`src/rtl/bkmap_pkg.sv`:
```
package bkmap_pkg;
  localparam int unsigned CPU_AW  = 16;
  localparam int unsigned WIN_BW  = 2;
  localparam int unsigned BANK_BW = 4;
  localparam int unsigned IOPG_BW = 8;

  typedef enum logic [1:0] {
    SEL_NONE = 2'd0,
    SEL_ROM  = 2'd1,
    SEL_RAM  = 2'd2,
    SEL_IO   = 2'd3
  } target_e;
endpackage

```
`src/rtl/bkmap_bank_regs.sv`:
```
module bkmap_bank_regs #(
  parameter int unsigned WIN_W  = 2,
  parameter int unsigned BANK_W = 4,
  parameter int unsigned NWIN   = 1 << WIN_W
) (
  input  logic                     clk,
  input  logic                     rst_n,
  input  logic                     load,
  input  logic [WIN_W-1:0]         load_win,
  input  logic [BANK_W-1:0]        load_val,
  output logic [NWIN*BANK_W-1:0]   banks_flat
);
  for (genvar g = 0; g < NWIN; g++) begin : g_win
    logic              ld_en;
    logic [BANK_W-1:0] bank_d;
    logic [BANK_W-1:0] bank_q;

    always_comb begin
      ld_en  = load && (load_win == WIN_W'(g));
      bank_d = load_val;
    end

    always_ff @(posedge clk or negedge rst_n) begin
      if (!rst_n) begin
        bank_q <= BANK_W'(g);
      end else if (ld_en) begin
        bank_q <= bank_d;
      end
    end

    assign banks_flat[g*BANK_W +: BANK_W] = bank_q;
  end
endmodule

```
`src/rtl/bkmap_decode.sv`:
```
module bkmap_decode
  import bkmap_pkg::*;
#(
  parameter int unsigned ADDR_W = 16,
  parameter int unsigned WIN_W  = 2,
  parameter int unsigned BANK_W = 4,
  parameter int unsigned IO_W   = 8,
  parameter int unsigned NWIN   = 1 << WIN_W,
  parameter int unsigned OFF_W  = ADDR_W - WIN_W,
  parameter int unsigned PHYS_W = BANK_W + OFF_W
) (
  input  logic [ADDR_W-1:0]       addr,
  input  logic                    rd_en,
  input  logic                    wr_en,
  input  logic [NWIN*BANK_W-1:0]  banks_flat,
  output logic [PHYS_W-1:0]       phys_addr,
  output logic                    rom_cs,
  output logic                    ram_cs,
  output logic                    ram_we,
  output logic                    io_acc
);
  logic [WIN_W-1:0]  win;
  logic [BANK_W-1:0] bank;
  logic              io_page;
  logic              any_acc;
  logic              bank_is_ram;
  target_e           tgt;

  always_comb begin
    win  = addr[ADDR_W-1 -: WIN_W];
    bank = '0;
    for (int i = 0; i < NWIN; i++) begin
      if (win == WIN_W'(i)) begin
        bank = banks_flat[i*BANK_W +: BANK_W];
      end
    end
  end

  always_comb begin
    io_page     = &addr[ADDR_W-1 -: IO_W];
    any_acc     = rd_en | wr_en;
    bank_is_ram = bank[BANK_W-1];
    phys_addr   = {bank, addr[OFF_W-1:0]};

    tgt = SEL_NONE;
    if (any_acc) begin
      if (io_page) begin
        tgt = SEL_IO;
      end else if (bank_is_ram) begin
        tgt = SEL_RAM;
      end else if (rd_en) begin
        tgt = SEL_ROM;
      end
    end

    rom_cs = (tgt == SEL_ROM);
    ram_cs = (tgt == SEL_RAM);
    ram_we = (tgt == SEL_RAM) && wr_en;
    io_acc = (tgt == SEL_IO);
  end
endmodule

```
`src/rtl/bkmap_iowait.sv`:
```
module bkmap_iowait (
  input  logic clk,
  input  logic rst_n,
  input  logic io_acc,
  output logic ready
);
  logic held_q;
  logic held_d;
  logic held_en;

  always_comb begin
    held_en = io_acc | held_q;
    held_d  = io_acc & ~held_q;
    ready   = ~io_acc | held_q;
  end

  always_ff @(posedge clk or negedge rst_n) begin
    if (!rst_n) begin
      held_q <= 1'b0;
    end else if (held_en) begin
      held_q <= held_d;
    end
  end
endmodule

```
`src/rtl/bkmap_nmi.sv`:
```
module bkmap_nmi (
  input  logic clk,
  input  logic rst_n,
  input  logic stk_acc,
  input  logic io_acc,
  input  logic ack,
  output logic nmi
);
  logic offence;
  logic pend_q, pend_d;
  logic pulse_q, pulse_d;

  always_comb begin
    offence = stk_acc & io_acc;
    pend_d  = (pend_q & ~ack) | offence;
    pulse_d = offence & ~pend_q;
  end

  always_ff @(posedge clk or negedge rst_n) begin
    if (!rst_n) begin
      pend_q  <= 1'b0;
      pulse_q <= 1'b0;
    end else begin
      pend_q  <= pend_d;
      pulse_q <= pulse_d;
    end
  end

  assign nmi = pulse_q;
endmodule

```
`src/rtl/bkmap_top.sv`:
```
module bkmap_top
  import bkmap_pkg::*;
#(
  parameter int unsigned ADDR_W = CPU_AW,
  parameter int unsigned WIN_W  = WIN_BW,
  parameter int unsigned BANK_W = BANK_BW,
  parameter int unsigned IO_W   = IOPG_BW
) (
  input  logic                              clk,
  input  logic                              rst_n,
  input  logic [ADDR_W-1:0]                 cpu_addr,
  input  logic                              rd_en,
  input  logic                              wr_en,
  input  logic                              stk_acc,
  input  logic                              bank_we,
  input  logic [WIN_W-1:0]                  bank_sel,
  input  logic [BANK_W-1:0]                 bank_val,
  input  logic                              nmi_ack,
  output logic [BANK_W+ADDR_W-WIN_W-1:0]    phys_addr,
  output logic                              rom_cs,
  output logic                              ram_cs,
  output logic                              ram_we,
  output logic                              io_cs,
  output logic                              ready,
  output logic                              nmi
);
  localparam int unsigned NWIN   = 1 << WIN_W;
  localparam int unsigned OFF_W  = ADDR_W - WIN_W;
  localparam int unsigned PHYS_W = BANK_W + OFF_W;

  logic rst_meta_q;
  logic rst_sync_n;

  always_ff @(posedge clk or negedge rst_n) begin
    if (!rst_n) begin
      rst_meta_q <= 1'b0;
      rst_sync_n <= 1'b0;
    end else begin
      rst_meta_q <= 1'b1;
      rst_sync_n <= rst_meta_q;
    end
  end

  logic [NWIN*BANK_W-1:0] banks_flat;
  logic                   io_acc;

  bkmap_bank_regs #(.WIN_W(WIN_W), .BANK_W(BANK_W), .NWIN(NWIN)) u_regs (
    .clk        (clk),
    .rst_n      (rst_sync_n),
    .load       (bank_we),
    .load_win   (bank_sel),
    .load_val   (bank_val),
    .banks_flat (banks_flat)
  );

  bkmap_decode #(
    .ADDR_W(ADDR_W), .WIN_W(WIN_W), .BANK_W(BANK_W), .IO_W(IO_W),
    .NWIN(NWIN), .OFF_W(OFF_W), .PHYS_W(PHYS_W)
  ) u_dec (
    .addr       (cpu_addr),
    .rd_en      (rd_en),
    .wr_en      (wr_en),
    .banks_flat (banks_flat),
    .phys_addr  (phys_addr),
    .rom_cs     (rom_cs),
    .ram_cs     (ram_cs),
    .ram_we     (ram_we),
    .io_acc     (io_acc)
  );

  bkmap_iowait u_wait (
    .clk    (clk),
    .rst_n  (rst_sync_n),
    .io_acc (io_acc),
    .ready  (ready)
  );

  bkmap_nmi u_nmi (
    .clk     (clk),
    .rst_n   (rst_sync_n),
    .stk_acc (stk_acc),
    .io_acc  (io_acc),
    .ack     (nmi_ack),
    .nmi     (nmi)
  );

  assign io_cs = io_acc;
endmodule

```
`config.mk`:
```
export PLATFORM = sky130hd
export DESIGN_NAME = bkmap_top
export DESIGN_NICKNAME = d
export VERILOG_FILES = /design/src/rtl/bkmap_pkg.sv /design/src/rtl/bkmap_bank_regs.sv /design/src/rtl/bkmap_decode.sv /design/src/rtl/bkmap_iowait.sv /design/src/rtl/bkmap_nmi.sv /design/src/rtl/bkmap_top.sv
export SDC_FILE = /design/constraint.sdc
export NUM_CORES = 1
export LEC_CHECK = 0
export BUFFER_PORTS_ARGS = -buffer_cell sky130_fd_sc_hd__buf_2
export CAP_MARGIN = 20
export CORE_UTILIZATION = 30
export CTS_CLUSTER_SIZE = 10
export DETAILED_ROUTE_END_ITERATION = 10
export HOLD_SLACK_MARGIN = 0.08
export PLACE_DENSITY_LB_ADDON = 0.12
export SLEW_MARGIN = 30
export SYNTH_ARGS = -nofsm -noshare
export SYNTH_HDL_FRONTEND = slang
export SYNTH_HIERARCHICAL = 1
export SYNTH_SLANG_ARGS = --single-unit
```
`constraint.sdc`:
```
create_clock -name clk -period 1.1 [get_ports clk]
set_clock_uncertainty 0.05 [all_clocks]
set_input_delay 0.165 -clock clk [delete_from_list [all_inputs] [get_ports clk]]
set_output_delay 0.165 -clock clk [all_outputs]
set_load 0.05 [all_outputs]
```
==> metrics <==
layout cell share with drive strength beyond 1 between 60% and 70%; vias in the first global route ~720; syn nets roughly 110; period utilization 166%; Synth warnings 6; CTS sink cnt 21; WP data arrival between 1500 and 2000 ps; most frequent cells in the layout buf_2, dfrtp_1, mux2_2; GRT Util Overall between 10% and 20%; WL/cell approximately 13 um; crit path cell chain mux4_2, a211oi_4, buf_6; Via density around 4.6; Nets 144; worst r2r src u_regs/g_win[2].bank_q[0]; Setup-failing EPs final 9; maximum root-to-sink buffer count 2; number of synthesized register bits 21; crit path capture type output port; via count roughly 740; Cell Rows 21; most common cell after layout, fill and taps aside buf_2; Syn Area/Cell 14.0 sq um; WL final just over 2000 um; Detailed Route Iter0 Violations 2; DP Worst Slack -466 ps; drt first pass iters 3; buffer and inverter count on the worst path 1; run status finished with violations; largest fanout on the critical path 4; RSZ-0062 raised after global routing true; CTS buffer count 3; Worst Path Required slightly below 900 ps; antenna diode count 0; Die W between 60 and 70 um; P per Cell Area ~1400 mW/mm^2; Fin. Hold Viols 0; Initial Util a little under a third; Worst-Skew Late Latency slightly below 300 ps; DP Wirelength 1600 um; FF-to-FF End u_regs/g_win[2].bank_q[0]; slowest stage delay, CP ~540 ps; Slowest-stage cell, CP mux4_2; Port Buffers 36; final setup margin -723 ps; number of placed I/O pins 53; worst r2r path cells 2; Yosys cell types 24; die height a little over 60 um; Max-Cap Viols 0; TritonCTS clock tree done; CP delay by family, top multiplexers; Cells after Synth between 70 and 80; Hold/Removal Path Class flip-flop to async pin; gr ovfl total 0; die area about 0.0038 sq mm; CP startpoint kind flip-flop; Residual DRC 0; largest net degree at the start of global routing 13; Leak Pwr roughly 0.64 nW; Final Cell Area about 0.0014 sq mm; htree depth 1; fmax about 550 MHz; Worst-path clk slew approximately 110 ps; Slew Limit Fails 0; failing checks negative setup slack; Worst R2R Setup Slack between 150 and 200 ps; minimum clock period around 1800 ps; Pwr Total 2.03 mW; first-pass GRT wire length ~3200 um; core area approximately 0.0034 sq mm; area grow syn2layout 30.4%; placed cell area roughly 0.0013 sq mm; post-route insts no fill 160; Seq/Total Area, Yosys between 40 and 50%; setup_tns -4180 ps; Syn Std Cell Area roughly 0.0011 sq mm; Setup CP Type flip-flop to output port; FILL cells around 340; VDD IR-drop max ~0.00066 V; Placed Cells 150; Post-DRT Antenna Nets 0; routability cong. between 0.6 and 0.7; initial antenna violation count 0; clk root buf clkbuf_4
## Yosys cell counts
library cell / count / share of area [%]
o211a_1: 1 / 0.93
mux2_2: 16 / 17
nand2b_1: 1 / 0.58
mux4_2: 1 / 2.1
nor3b_4: 1 / 1.7
nor2b_1: 1 / 0.58
buf_4: 14 / 9.7
o21ai_2: 1 / 0.81
and4_1: 1 / 0.81
mux4_1: 3 / 7.3
nand3b_1: 2 / 1.4
nor3_1: 1 / 0.46
a211oi_2: 1 / 1.2
nand4_1: 2 / 1.2
o221a_2: 1 / 1.0
nand3_1: 1 / 0.46
inv_1: 2 / 0.69
and4_2: 1 / 0.93
buf_6: 1 / 1.0
dfstp_2: 4 / 9.7
nor2_1: 2 / 0.69
dfrtp_1: 17 / 39
nand2_1: 1 / 0.35
conb_1: 1 / 0.35
## power breakdown
group | switching, mW | internal, mW
Sequential | 0.0556 | 0.906
Combinational | 0.392 | 0.325
Clock | 0.218 | 0.135
## per-stage QoR
stage / utilization, % / hold WS (ps)
floorplan: - / -181
global placement: 37.0 / -99.9
detailed placement: 37.0 / -100
CTS: 41.3 / 81.2
global route: 41.6 / 83.1
finish: 41.6 / 95.2
## cell families (layout without fill, tap and decap cells)
group | count (synthesis) | after routing | synth area share, %
flops | 21 | 21 | 49.1
mux | 20 | 20 | 26.0
buf+inv | 17 | 54 | 11.5
simple gates | 14 | 14 | 9.14
compound gates | 4 | 4 | 3.94
other cells | 1 | 1 | 0.347
## sequential cells by signal (all words and copies together) (netlist names)
register,count
u_regs/g_win.bank_q,16
rst_meta_q,1
rst_sync_n,1
u_nmi/nmi,1
u_nmi/pend_q,1
u_wait/held_q,1
## per-layer routing
layer  GRT usage [%]  wire length [um]  up-vias
met1            14.5               893      362
met2            20.5              1020       29
met4            6.98                18        0
li1                -                 -      342
met5               0                 0        -
met3            1.86               107        2
## area by class of cell
cell class | count | area [sq um] | area share [%]
Multi-Input combinational cell | 39 | 434 | 30.8
Sequential cell | 21 | 531 | 37.6
Tap cell | 46 | 57.6 | 4.08
Inverter | 2 | 7.51 | 0.532
Timing Repair Buffer | 48 | 353 | 25.0
Clock inverter | 1 | 5.00 | 0.355
Clock buffer | 3 | 22.5 | 1.60
## worst max-delay path by stage
stage,slack (ps),depth (start not counted),to,startpoint
floorplan,-650,2,rom_cs,u_regs/g_win[3].bank_q[3]
global placement,-440,3,rom_cs,u_regs/g_win[3].bank_q[3]
detailed placement,-470,3,rom_cs,u_regs/g_win[3].bank_q[3]
CTS,-740,3,rom_cs,u_regs/g_win[3].bank_q[3]
global route,-790,3,rom_cs,u_regs/g_win[3].bank_q[3]
finish,-720,3,rom_cs,u_regs/g_win[3].bank_q[3]
## repair_timing
item | in CTS | in global routing
resized for setup | 21 | 1
pin swaps | 2 | 1
endpoints found under the setup margin | 10 | 10
hold buffers | 5 | 0
endpoints found under the hold margin | 8 | 0
buffers inserted | 0 | 1
(Power assumes the default switching activity.)
